**config.mk**
```make
export PLATFORM = sky130hd
export DESIGN_NAME = lux_integ_seq
export DESIGN_NICKNAME = d
export VERILOG_FILES = /design/src/rtl/lux_seq_pkg.sv /design/src/rtl/lux_seq_ctrl.sv /design/src/rtl/lux_seq_dpath.sv /design/src/rtl/lux_integ_seq.sv
export SDC_FILE = /design/constraint.sdc
export NUM_CORES = 1
export LEC_CHECK = 0
export ABC_AREA = 1
export BUFFER_PORTS_ARGS = -buffer_cell sky130_fd_sc_hd__buf_2
export CAP_MARGIN = 20
export CORE_ASPECT_RATIO = 0.75
export CORE_MARGIN = 2
export CORE_UTILIZATION = 50
export CTS_CLUSTER_SIZE = 8
export DETAILED_ROUTE_END_ITERATION = 7
export PLACE_DENSITY_LB_ADDON = 0.15
export SKIP_LAST_GASP = 1
export SLEW_MARGIN = 20
export SYNTH_ARGS = -nofsm -noshare
export SYNTH_HDL_FRONTEND = slang
export SYNTH_SLANG_ARGS = --single-unit
```
**constraint.sdc**
```tcl
create_clock -name clk -period 5.9 [get_ports clk]
set_clock_uncertainty 0.1 [all_clocks]
set_input_delay 0.59 -clock clk [delete_from_list [all_inputs] [get_ports clk]]
set_output_delay 0.59 -clock clk [all_outputs]
set_load 0.02 [all_outputs]
```
**src/rtl/lux_seq_pkg.sv**
```systemverilog
package lux_seq_pkg;
  localparam logic [1:0] MODE_D1   = 2'd0;
  localparam logic [1:0] MODE_D2   = 2'd1;
  localparam logic [1:0] MODE_DIFF = 2'd2;
  localparam logic [1:0] MODE_NONE = 2'd3;

  typedef enum logic [1:0] {PH_IDLE, PH_D1, PH_D2} phase_e;

  // Strobes from the control unit to the datapath
  typedef struct packed {
    logic clearAll;   // hold everything cleared
    logic clearCnt;   // restart the window counters
    logic countEn;    // a window is running
    logic tickEn;     // counted tick this cycle
    logic latchD1;    // keep the diode-1 count
    logic pubSingle;  // publish a single-diode result
    logic pubDiff;    // publish the difference result
  } seq_strobe_t;
endpackage

```
**src/rtl/lux_seq_ctrl.sv**
```systemverilog
module lux_seq_ctrl
  import lux_seq_pkg::*;
#(
  parameter int CNT_W = 16
) (
  input  logic        clk,
  input  logic        rstN,
  input  logic        enable,
  input  logic        powerDown,
  input  logic        extTiming,
  input  logic [1:0]  mode,
  input  logic [1:0]  width,
  input  logic [1:0]  rangeSel,
  input  logic        oscTick,
  input  logic        syncCmd,
  output seq_strobe_t st,
  output logic        diodeSel
);
  localparam int WIN_W = CNT_W + 1;
  localparam logic [WIN_W-1:0] WIN_ONE = WIN_W'(1);

  phase_e phase, phaseNext, firstPh;
  logic [WIN_W-1:0] winCnt, winLim;
  logic halfTgl, slowRange, effTick, run, busy, intEnd, extEnd, phaseEnd;

  always_comb begin
    case (width)
      2'd0:    winLim = WIN_ONE << CNT_W;
      2'd1:    winLim = WIN_ONE << (CNT_W - 4);
      2'd2:    winLim = WIN_ONE << (CNT_W - 8);
      default: winLim = WIN_ONE << (CNT_W - 12);
    endcase
  end

  assign slowRange = (rangeSel < 2'd2);
  assign effTick   = oscTick & (~slowRange | halfTgl);
  assign run       = enable & ~powerDown & (mode != MODE_NONE);
  assign busy      = (phase != PH_IDLE);
  assign intEnd    = busy & ~extTiming & effTick & (winCnt >= winLim - WIN_ONE);
  assign extEnd    = busy & extTiming & syncCmd;
  assign phaseEnd  = intEnd | extEnd;
  assign firstPh   = (mode == MODE_D2) ? PH_D2 : PH_D1;
  assign diodeSel  = (phase == PH_D2);

  always_comb begin
    st          = '0;
    st.clearAll = ~enable;
    st.countEn  = busy & run;
    st.tickEn   = effTick;
    phaseNext   = phase;
    if (!run) begin
      phaseNext = PH_IDLE;
    end else if (!busy) begin
      if (!extTiming || syncCmd) begin
        phaseNext   = firstPh;
        st.clearCnt = 1'b1;
      end
    end else if (phaseEnd) begin
      st.clearCnt = 1'b1;
      if (phase == PH_D1 && mode == MODE_DIFF) begin
        st.latchD1 = 1'b1;
        phaseNext  = PH_D2;
      end else if (phase == PH_D2 && mode == MODE_DIFF) begin
        st.pubDiff = 1'b1;
        phaseNext  = PH_D1;
      end else begin
        st.pubSingle = 1'b1;
        phaseNext    = firstPh;
      end
    end
  end

  always_ff @(posedge clk or negedge rstN) begin
    if (!rstN) begin
      phase   <= PH_IDLE;
      winCnt  <= '0;
      halfTgl <= 1'b0;
    end else begin
      phase <= phaseNext;
      if (!enable || st.clearCnt) begin
        winCnt  <= '0;
        halfTgl <= 1'b0;
      end else begin
        if (oscTick) halfTgl <= ~halfTgl;
        if (busy && effTick && !extTiming) winCnt <= winCnt + WIN_ONE;
      end
    end
  end


  halt_idle_chk: assert property (@(posedge clk) disable iff (!rstN)
    !run |=> (phase == PH_IDLE));
endmodule

```
**src/rtl/lux_seq_dpath.sv**
```systemverilog
module lux_seq_dpath
  import lux_seq_pkg::*;
#(
  parameter int CNT_W = 16
) (
  input  logic             clk,
  input  logic             rstN,
  input  seq_strobe_t      st,
  input  logic             pulse,
  output logic [CNT_W-1:0] sensorData,
  output logic [CNT_W-1:0] timerCount,
  output logic             resultValid,
  output logic             timerOverflow
);
  localparam logic [CNT_W-1:0] MAXV = {CNT_W{1'b1}};
  localparam logic [CNT_W-1:0] ONE  = CNT_W'(1);
  localparam logic signed [CNT_W:0] DIFF_HI = (CNT_W+1)'((1 << (CNT_W - 2)) - 1);
  localparam logic signed [CNT_W:0] DIFF_LO = -DIFF_HI - (CNT_W+1)'(1);

  logic [CNT_W-1:0] pulseCnt, tickCnt, d1Hold, pulseNext, tickNext, diffOut;
  logic signed [CNT_W:0] diffRaw, diffClamp;
  logic tickAtLimit;

  assign pulseNext = (st.countEn && pulse && pulseCnt != MAXV) ? pulseCnt + ONE : pulseCnt;
  assign tickNext  = (st.countEn && st.tickEn && tickCnt != MAXV) ? tickCnt + ONE : tickCnt;
  assign tickAtLimit = st.countEn & st.tickEn & (tickCnt == MAXV);

  always_comb begin
    diffRaw = $signed({1'b0, d1Hold}) - $signed({1'b0, pulseNext});
    if (diffRaw > DIFF_HI)      diffClamp = DIFF_HI;
    else if (diffRaw < DIFF_LO) diffClamp = DIFF_LO;
    else                        diffClamp = diffRaw;
    diffOut = diffClamp[CNT_W-1:0];
  end

  always_ff @(posedge clk or negedge rstN) begin
    if (!rstN) begin
      pulseCnt <= '0; tickCnt <= '0; d1Hold <= '0;
      sensorData <= '0; timerCount <= '0;
      resultValid <= 1'b0; timerOverflow <= 1'b0;
    end else if (st.clearAll) begin
      pulseCnt <= '0; tickCnt <= '0; d1Hold <= '0;
      sensorData <= '0; timerCount <= '0;
      resultValid <= 1'b0; timerOverflow <= 1'b0;
    end else begin
      resultValid <= st.pubSingle | st.pubDiff;
      if (st.clearCnt) begin
        pulseCnt <= '0;
        tickCnt  <= '0;
      end else if (st.countEn) begin
        pulseCnt <= pulseNext;
        tickCnt  <= tickNext;
      end
      if (st.latchD1)   d1Hold <= pulseNext;
      if (st.pubSingle) sensorData <= pulseNext;
      if (st.pubDiff)   sensorData <= diffOut;
      if (st.pubSingle || st.pubDiff) timerCount <= tickNext;
      if (tickAtLimit) timerOverflow <= 1'b1;
    end
  end


  clear_hold_chk: assert property (@(posedge clk) disable iff (!rstN)
    st.clearAll |=> (sensorData == '0 && timerCount == '0 && !resultValid && !timerOverflow));

  ovf_sticky_chk: assert property (@(posedge clk) disable iff (!rstN)
    ($past(timerOverflow) && !$past(st.clearAll)) |-> timerOverflow);

  tick_sat_chk: assert property (@(posedge clk) disable iff (!rstN)
    ($past(tickCnt) == MAXV && !$past(st.clearCnt) && !$past(st.clearAll)) |-> (tickCnt == MAXV));

  diff_range_chk: assert property (@(posedge clk) disable iff (!rstN)
    st.pubDiff |=> ($signed({sensorData[CNT_W-1], sensorData}) <= DIFF_HI &&
                    $signed({sensorData[CNT_W-1], sensorData}) >= DIFF_LO));
endmodule

```
**src/rtl/lux_integ_seq.sv**
```systemverilog
module lux_integ_seq
  import lux_seq_pkg::*;
#(
  parameter int CNT_W = 16
) (
  input  logic             clk,
  input  logic             rstN,
  input  logic             enable,
  input  logic             powerDown,
  input  logic             extTiming,
  input  logic [1:0]       mode,
  input  logic [1:0]       width,
  input  logic [1:0]       rangeSel,
  input  logic             oscTick,
  input  logic             pulse,
  input  logic             syncCmd,
  output logic [CNT_W-1:0] sensorData,
  output logic [CNT_W-1:0] timerCount,
  output logic             resultValid,
  output logic             timerOverflow,
  output logic             diodeSel
);
  seq_strobe_t st;

  lux_seq_ctrl #(.CNT_W(CNT_W)) ctrl (
    .clk(clk), .rstN(rstN), .enable(enable), .powerDown(powerDown),
    .extTiming(extTiming), .mode(mode), .width(width), .rangeSel(rangeSel),
    .oscTick(oscTick), .syncCmd(syncCmd), .st(st), .diodeSel(diodeSel)
  );

  lux_seq_dpath #(.CNT_W(CNT_W)) dpath (
    .clk(clk), .rstN(rstN), .st(st), .pulse(pulse),
    .sensorData(sensorData), .timerCount(timerCount),
    .resultValid(resultValid), .timerOverflow(timerOverflow)
  );
endmodule

```
==> run summary, run 1 <==
Die Span X - 137 um
clk slew on worst S/H paths - 0.07 ns
CTS tree - built
top-level I/O count - 49
register bit total from synthesis - 102
die footprint - 14300 um^2
Hold Vio Cnt, Final - 0
overall power - 1450 uW
met2 Use GR - 0.301
synth unique cells - 43
Post-Route WL - 14900 um
Final Max Slew Viols - 0
Syn Nets - 924
post-DR wirelength/cell - 13.7 um
Clock Tree Buf Depth - 2
Crit. End Element - flip-flop
R2R cell count - 23
Synth area leader - dfrtp_1
VDD IR max - 0.000153 V
hold-fix buffers at CTS - 0
PwrDens - 200 nW/um^2
HP Class - in -> async
relative slew slack - 0.447
Int Power - 1080 uW
htree depth - 3
RSZ-0062 raised after global routing - no
top cells by area, synth - dfrtp_1 38%, nand2_1 14%, ha_1 6.0%
Antenna Cells - 0
initial antenna violation count - 1
clock share of power - 0.431
Antenna Nets Post-Route - 0
Syn Std Cell Area - 6660 um^2
worst-margin pin slew - 0.829 ns
M1 GR Usage - 0.357
FF+latch area - 2550 um^2
Layout area overhead - 8.87%
Root Buffer - clkbuf_16
share of post-route cells with drive strength above 1 - 0.128
Critical Path Max Stage Delay - 0.41 ns
crit path cell chain - ha_1, nand2_1, nor2_2, inv_2, nor2_1, nand3_1, nand2_2, inv_2, nand2_1, xor2_1, ha_1, a21oi_1, nand3_2, nand2_1, nand2_1, nand2_1, nor2_1, nor2_1, nand2_1, nand2_1, nand2_1, nand2_1, nand2_1
TritonRoute pass-1 iters - 5
fin crit share - 0.721
Post-synth ARST share - 1.00
Post-CTS Setup Inserts - 0
Mapped Avg Cell Area - 7.60 um^2
combinational power share - 0.081
Mapped Cells - 877
Pleak - 0.00371 uW
Worst EP required - 6.04 ns
slowest CP cell - dfrtp_1
most frequent CP cell - nand2_1
top-area cell type share of the netlist area - 0.383
commonest cells in the netlist - 254 x nand2_1, 102 x dfrtp_1, 101 x nor2_1, 84 x inv_1, 53 x nand3_1
YS warnings - 0
fmax - 235 MHz
vias post-DR - 5515
ys flop type - dfrtp_1
Final setup viols - 0
Clock Latency Late Sink - 0.35 ns
switching share of power - 0.255
core footprint - 13000 um^2
multi-input logic area - 3590 um^2
grt met3 use - 0.0473
Iter 0 DRT Violations - 397
number of fill cells - 1240
Crit Path Class - reg -> reg
Post-DP HPWL - 10600 um
GRT busiest layer - met1
min cycle time layout - 4.25 ns
Final Instance Area - 7250 um^2
Setup TNS Final - 0 ns
overall die height - 104 um
DRC - 0
Port Buffers - 47
Data arrival, critical path - 4.39 ns
Std-Cell Rows - 36
max cap viols - 0
Num CTS Buffers - 9
Sw Pwr - 369 uW
Sink Count - 102
critical path launch point type - flip-flop
Post-synth EDFFs - 0
placed inst area - 6940 um^2
sequential power share - 0.487
status - finished, final reports clean
sequential share of the synthesized area - 0.383
count leader, synth - nand2_1
NumNets Final - 959
number of global-route vias before repair - 5135
Critical Path Fanout Max - 14
Vias per Instance - 5.07
initial core utilization - 0.512
first-pass GRT wire length - 25500 um
largest net degree at the start of global routing - 65
GR Overflow Total - 0
total track usage - 0.222
post_cts resized - 0
Final Wtd Congestion - 0.858
-- cell usage in the layout (no fill, tap or decap), types with 2 or more instances in the layout --
| cell type | Yosys | routed |
|---|---|---|
| nand2_1 | 254 | 254 |
| dfrtp_1 | 102 | 102 |
| nor2_1 | 101 | 101 |
| inv_1 | 84 | 84 |
| nand3_1 | 53 | 53 |
| buf_2 | 2 | 46 |
| xor2_1 | 42 | 42 |
| o21ai_0 | 32 | 32 |
| ha_1 | 32 | 32 |
| nand4_1 | 25 | 25 |
| nor3_1 | 18 | 18 |
| a21oi_1 | 17 | 17 |
| o21ai_2 | 14 | 14 |
| o21ai_1 | 14 | 14 |
| xnor2_1 | 9 | 9 |
| clkbuf_16 | 0 | 9 |
| or2_2 | 6 | 6 |
| inv_2 | 5 | 5 |
| nand2_4 | 5 | 5 |
| nor2_2 | 4 | 4 |
| nand2_2 | 4 | 4 |
| nor2_4 | 4 | 4 |
| nand3_2 | 4 | 4 |
| a31oi_1 | 4 | 4 |
| nand3b_1 | 3 | 3 |
| o21bai_1 | 3 | 3 |
| buf_4 | 3 | 3 |
| inv_6 | 0 | 2 |
-- power by group through the flow --
stage / clock (uW) / sequential [uW] / combinational (uW)
2_1_floorplan: 0 / 718 / 83.6
3_3_place_gp: 0 / 719 / 117
3_5_place_dp: 0 / 719 / 118
4_1_cts: 634 / 705 / 119
5_1_grt: 662 / 705 / 136
6_report: 624 / 705 / 118
-- critical path, delay by kind of cell, from the launching register on --
| family | cells | cell delay (ns) |
|---|---|---|
| DFF | 1 | 0.41 |
| buffers and inverters | 2 | 0.27 |
| xor gates and xnor gates | 1 | 0.31 |
| and+or+nand+nor | 17 | 2.28 |
| adders and majority gates | 2 | 0.60 |
| AOI/OAI and AO/OA | 1 | 0.20 |
-- registers in the layout (all words and copies together) (netlist names) --
signal               count
dpath.timerOverflow      1
dpath.resultValid        1
dpath.pulseCnt          16
dpath.tickCnt           16
ctrl.halfTgl             1
ctrl.winCnt             17
dpath.timerCount        16
ctrl.phase               2
dpath.d1Hold            16
dpath.sensorData        16
-- metrics by stage --
stage	hold slack (ns)	util	instances	setup WS, ns
final	0.237	0.557	1088	1.65
after global routing	0.309	0.557	1088	1.15
after CTS	0.270	0.557	1088	1.58
after detailed placement	0.360	0.533	1072	1.50
after global placement	0.353	0.533	1072	1.54
after floorplan	0.194	-	877	2.45
-- logic make-up (layout without fill, tap and decap cells) --
family | count (synthesis) | in the layout | synth area share
AND/OR/NAND/NOR | 487 | 487 | 0.328
AO/OA/AOI/OAI | 89 | 89 | 0.0787
XOR/XNOR | 52 | 52 | 0.0695
adder cells (fa/ha/maj) | 33 | 33 | 0.0631
flip-flops | 102 | 102 | 0.383
buffers and inverters | 114 | 154 | 0.0778
-- path summary, 6_finish.rpt --
kind | slack [ns] | end | startpoint
min | 0.24 | dpath.sensorData[5] | rstN
min reg2reg | 0.37 | dpath.timerCount[8] | dpath.timerCount[8]
max reg2reg | 1.65 | dpath.sensorData[7] | dpath.pulseCnt[0]
max in group asynchronous | 4.44 | ctrl.winCnt[11] | rstN
max | 1.65 | dpath.sensorData[7] | dpath.pulseCnt[0]
min in group clk | 0.37 | dpath.timerCount[8] | dpath.timerCount[8]
-- per-layer routing --
| layer | part of all wire | up-vias |
|---|---|---|
| met3 | 0.042 | 15 |
| met5 | 0 | - |
| met4 | 0.012 | 0 |
| met2 | 0.39 | 122 |
| li1 | - | 2897 |
| met1 | 0.55 | 2481 |
-- cell type report --
| type | instances | area share |
|---|---|---|
| multi-input combinational | 661 | 0.495 |
| clock buffer | 10 | 0.0330 |
| tap | 171 | 0.0295 |
| clock inverter | 6 | 0.00949 |
| timing repair buffer | 49 | 0.0349 |
| inverter | 89 | 0.0461 |
| sequential | 102 | 0.352 |
Power figures use the tool's default switching activity.
==> inputs of run 2 (changes only) <==
--- a/config.mk
+++ b/config.mk
@@ -5,7 +5,7 @@
 export SDC_FILE = /design/constraint.sdc
 export NUM_CORES = 1
 export LEC_CHECK = 0
-export ABC_AREA = 1
+export ABC_AREA = 0
 export BUFFER_PORTS_ARGS = -buffer_cell sky130_fd_sc_hd__buf_2
 export CAP_MARGIN = 20
 export CORE_ASPECT_RATIO = 0.75
==> constraint.sdc (replaced) <==
create_clock -name clk -period 3.4 [get_ports clk]
set_clock_uncertainty 0.1 [all_clocks]
set_input_delay 0.34 -clock clk [delete_from_list [all_inputs] [get_ports clk]]
set_output_delay 0.34 -clock clk [all_outputs]
set_load 0.02 [all_outputs]
==> run summary, run 2 <==
Syn Nets - 670
failing checks - negative setup slack
largest net degree at the start of global routing - 69
DRC - 0
max cap viols - 0
commonest non-fill, non-tap cell in the layout - dfrtp_1
core footprint - 11500 um^2
die footprint - 12600 um^2
Hold Path Stages - 3
count leader, synth - dfrtp_1
PwrDens - 313 nW/um^2
Clock Tree Buf Depth - 2
critical path launch point type - flip-flop
Fin Hold WS - 0.177 ns
Vias per Instance - 5.65
reg2reg setup slack - -0.41 ns
vias post-DR - 5246
Std-Cell Rows - 34
Post-synth EDFFs - 0
Setup WS post-layout - -0.413 ns
Mapped Avg Cell Area - 9.42 um^2
status - complete, but fails checks
top-area cell type share of the netlist area - 0.435
Critical Path Fanout Max - 7
Sink Count - 102
Crit Path Class - reg -> reg
commonest cells in the netlist - 102 x dfrtp_1, 64 x nor2_1, 60 x nand3_1, 43 x nand2_1, 41 x a21oi_1
WHS Endpoint - ctrl.halfTgl
Reg with most FFs - ctrl.winCnt
Worst EP required - 3.54 ns
hold_sp - oscTick
Final setup viols - 16
Hold Vio Cnt, Final - 0
GR Overflow Total - 0
Final Instance Area - 7680 um^2
Synth area leader - dfrtp_1
RSZ-0062 raised after global routing - yes
Antenna Cells - 0
overall die height - 97.8 um
placed cell count - 892
synth unique cells - 62
Data arrival, critical path - 3.95 ns
share of post-route cells with drive strength above 1 - 0.322
min cycle time layout - 3.81 ns
Syn Std Cell Area - 5870 um^2
Clock Latency Late Sink - 0.36 ns
Final Non-Filler Cells - 929
R2R cell count - 17
Port Buffers - 47
origin of the critical flop-to-flop path - dpath.pulseCnt[1]
number of global-route vias before repair - 5115
top-level I/O count - 49
register bit total from synthesis - 102
Crit. End Element - flip-flop
YS warnings - 0
Final Max Slew Viols - 0
Largest register FFs - 17
Layout area overhead - 31.0%
Antenna Nets Post-Route - 0
reg2reg end - dpath.sensorData[8]
ys flop type - dfrtp_1
first-pass GRT wire length - 25800 um
total track usage - 0.261
fmax - 262 MHz
fin crit share - 1.12
Num CTS Buffers - 9
Root Buffer - clkbuf_16
sequential share of the synthesized area - 0.435
NumNets Final - 809
placed inst area - 6880 um^2
CTS tree - built
highest-count cells in the layout ignoring fill and taps - 102 x dfrtp_1, 96 x buf_4, 62 x nor2_1
initial antenna violation count - 0
top cells by area, synth - dfrtp_1 44%, ha_1 6.8%, nand3_1 5.1%
overall power - 2410 uW
worst-margin pin slew - 0.699 ns
HP Class - in -> reg
htree depth - 3
initial core utilization - 0.509
TritonRoute pass-1 iters - 5
Mapped Cells - 623
clk slew on worst S/H paths - 0.08 ns
Post-Route WL - 16100 um
Post-DP HPWL - 10800 um
post-DR wirelength/cell - 17.3 um
Die Span X - 129 um
Final Wtd Congestion - 0.894
VDD IR max - 0.000249 V
Iter 0 DRT Violations - 370
Post-synth ARST share - 1.00
Pleak - 0.00358 uW
dpl ws - -0.500 ns
relative slew slack - 0.530
## run 2: worst max path at each step
stage | startpoint | slack [ns] | cells past startpoint | to
after global placement | powerDown | -0.41 | 17 | dpath.sensorData[7]
after detailed placement | powerDown | -0.50 | 16 | dpath.sensorData[7]
final | dpath.pulseCnt[1] | -0.41 | 17 | dpath.sensorData[8]
after floorplan | dpath.pulseCnt[0] | -0.22 | 17 | dpath.sensorData[12]
after CTS | dpath.pulseCnt[5] | -0.36 | 16 | dpath.sensorData[11]
after global routing | dpath.pulseCnt[7] | -0.56 | 16 | dpath.sensorData[9]
## run 2: timing repair
| item | in CTS | in global routing |
|---|---|---|
| gates resized for setup | 44 | 36 |
| hold buffers | 1 | 0 |
| hold endpoints to repair | 34 | 0 |
| setup endpoints to repair | 16 | 16 |
| cloned | 2 | 0 |
| setup buffers | 12 | 6 |
| pin swaps | 20 | 21 |
## run 2: per-layer routing
| metal | global-route usage | part of all wire |
|---|---|---|
| met3 | 0.0515 | 0.047 |
| met4 | 0.0744 | 0.018 |
| met2 | 0.394 | 0.45 |
| met5 | 0 | 0 |
| met1 | 0.386 | 0.48 |
## run 2: area by class of cell
class / count / area (um^2)
well taps: 162 / 203
repair buffers: 150 / 1070
clock buffers: 9 / 225
flip-flops and latches: 102 / 2550
fillers: 906 / 3850
inverters: 12 / 45.0
multi-input cells: 487 / 3510
clock inverters: 7 / 75.1
## run 2: stage by stage
| stage | setup TNS (ns) | util |
|---|---|---|
| 2_1_floorplan | -2.29 | - |
| 3_3_place_gp | -5.85 | 0.597 |
| 3_5_place_dp | -7.05 | 0.597 |
| 4_1_cts | -5.19 | 0.646 |
| 5_1_grt | -8.09 | 0.666 |
| 6_report | -5.85 | 0.666 |
## run 2: worst max-delay path, cell delays in order, from the launching register on
cell and delay, ns:
dfrtp_1 0.39, ha_2 0.20, nand3_2 0.10, o31ai_4 0.38
xor2_2 0.14, inv_2 0.10, ha_4 0.14, inv_2 0.03
fa_2 0.33, a21o_1 0.18, a311o_1 0.32, nand4_1 0.18
nand2_1 0.08, o31a_1 0.33, buf_6 0.14, a211o_4 0.38
nand2_1 0.11, a211oi_2 0.06
## run 2: power breakdown
| group | leakage [uW] | internal, uW | switching (uW) |
|---|---|---|---|
| clock network | 0.000150 | 525 | 528 |
| logic | 0.00200 | 46.7 | 91.5 |
| registers | 0.00142 | 1210 | 2.24 |
| total | 0.00358 | 1790 | 622 |
## run 2: kinds of logic after synthesis
family | count (synthesis) | share of synthesized area
simple gates | 242 | 0.208
compound gates | 149 | 0.165
flops | 102 | 0.435
xor+xnor | 55 | 0.0834
buf+inv | 35 | 0.0247
fa+ha+maj | 33 | 0.0717
mux | 7 | 0.0124
==> inputs of run 3 (changes only) <==
==> constraint.sdc (replaced) <==
create_clock -name clk -period 3.6 [get_ports clk]
set_clock_uncertainty 0.1 [all_clocks]
set_input_delay 0.36 -clock clk [delete_from_list [all_inputs] [get_ports clk]]
set_output_delay 0.36 -clock clk [all_outputs]
set_load 0.02 [all_outputs]
==> run summary, run 3 (synthesized netlist as in run 2, its figures left out) <==
dpl ws - -0.275 ns
HP Class - in -> async
top-level I/O count - 49
commonest non-fill, non-tap cell in the layout - dfrtp_1
Clock Tree Buf Depth - 2
post-DR wirelength/cell - 16.9 um
Data arrival, critical path - 4.00 ns
number of global-route vias before repair - 4975
Num CTS Buffers - 9
Sw Pwr - 595 uW
highest-count cells in the layout ignoring fill and taps - 102 x dfrtp_1, 81 x buf_4, 61 x nor2_1
origin of the critical flop-to-flop path - dpath.pulseCnt[1]
Crit Path Class - reg -> reg
status - complete, but fails checks
clock share of power - 0.443
Post-DP HPWL - 10300 um
combinational power share - 0.054
relative slew slack - 0.318
Final Wtd Congestion - 0.905
switching share of power - 0.261
Clock Latency Late Sink - 0.35 ns
Vias per Instance - 5.65
crit-path leading delay family - compound AO/OA/AOI/OAI gates
Hold Vio Cnt, Final - 34
htree depth - 3
Final setup viols - 16
Final Core Density - 0.654
min cycle time layout - 3.87 ns
initial core utilization - 0.509
DRC - 0
clk slew on worst S/H paths - 0.08 ns
Port Buffers - 47
max cap viols - 0
Die Span X - 129 um
worst-margin pin slew - 1.02 ns
PwrDens - 302 nW/um^2
NumNets Final - 793
Int Power - 1690 uW
die footprint - 12600 um^2
sequential power share - 0.504
Critical Path Max Stage Delay - 0.40 ns
Critical Path Fanout Max - 7
Sink Count - 102
largest net degree at the start of global routing - 83
Setup WS post-layout - -0.268 ns
CP Depth - 17
core footprint - 11500 um^2
Crit. End Element - flip-flop
vias post-DR - 5160
reg2reg setup slack - -0.27 ns
Final Max Slew Viols - 0
failing checks - negative hold slack, negative setup slack
TritonRoute pass-1 iters - 4
Iter 0 DRT Violations - 311
slowest CP cell - a31oi_1
fmax - 259 MHz
Std-Cell Rows - 34
reg2reg end - dpath.sensorData[7]
Post-Route WL - 15400 um
Reg with most FFs - ctrl.winCnt
total track usage - 0.248
initial antenna violation count - 0
Antenna Cells - 0
Root Buffer - clkbuf_16
first-pass GRT wire length - 24800 um
critical path launch point type - flip-flop
CP Buf/Inv Count - 2
R2R cell count - 17
GR Overflow Total - 0
Fin Hold WS - -0.104 ns
overall die height - 97.8 um
crit path cell chain - ha_2, nand3_2, buf_4, nor3_4, o21ai_4, nor3_4, xnor2_2, ha_2, nand2_1, o21ai_0, a31oi_1, nand3b_1, nor2b_4, buf_6, a211o_4, nand3_1, a211oi_1
CTS tree - built
Pleak - 0.00351 uW
VDD IR max - 0.000276 V
Antenna Nets Post-Route - 0
Setup TNS Final - -3.18 ns
fin crit share - 1.07
share of post-route cells with drive strength above 1 - 0.296
RSZ-0062 raised after global routing - yes
Largest register FFs - 17
number of fill cells - 923
Worst EP required - 3.73 ns
Layout area overhead - 28.6%
==> run 3: cell count changes in the layout (fill, tap and decap cells not counted), sizes merged <==
cell         change
clkinv           +3
inv              -3
dlygate4sd3      -1
buf             -15
==> run 3: routing by layer <==
metal	part of all wire	wire length (um)	track usage
met1	0.48	7440	0.369
met2	0.45	6930	0.379
met3	0.052	796	0.0482
met4	0.017	269	0.0543
met5	0	0	0
==> run 3: area by class of cell <==
type	count	area [um^2]	share of cell area
Clock buffer	9	225	0.0299
Inverter	12	45.0	0.00597
Clock inverter	7	93.8	0.0124
Sequential cell	102	2550	0.338
Multi-Input combinational cell	487	3500	0.464
Tap cell	162	203	0.0269
Timing Repair Buffer	134	926	0.123
==> run 3: stage by stage <==
step           cells  total power (uW)  hold WS (ns)  cell area [um^2]
6_report         913              2280        -0.104              7540
5_1_grt          913              2360       0.00572              7540
3_5_place_dp     881              1290         0.381              6780
3_3_place_gp     881              1280         0.374              6780
4_1_cts          906              2300         0.153              7240
2_1_floorplan    623              1230       -0.0356              5890
==> run 3: repair_timing <==
item,CTS,global route
resized for setup,16,54
buffers inserted,8,7
pin swaps,6,14
setup endpoints to repair,16,16
hold buffers,0,0
cloned,1,0
==> run 3: power groups by stage <==
stage	clock network [uW]	registers, uW	logic, uW
finish	1010	1150	123
floorplan	0	1170	55.6
CTS	1030	1150	118
detailed placement	0	1170	115
global placement	0	1170	111
global route	1070	1150	137
==> run 3: worst max path at each step <==
stage	startpoint	end	slack, ns
floorplan	dpath.pulseCnt[0]	dpath.sensorData[12]	-0.02
global placement	powerDown	dpath.sensorData[12]	-0.20
detailed placement	powerDown	dpath.sensorData[7]	-0.28
CTS	dpath.pulseCnt[4]	dpath.sensorData[7]	-0.12
global route	dpath.pulseCnt[8]	dpath.sensorData[7]	-0.44
finish	dpath.pulseCnt[1]	dpath.sensorData[7]	-0.27
==> run 3: worst reg2reg max path, delay by kind of cell (launching register included) <==
kind	cells	cell delay [ns]
xor+xnor	1	0.16
fa+ha+maj	2	0.53
buf+inv	2	0.30
flops	1	0.37
simple gates	7	1.14
compound gates	5	1.15
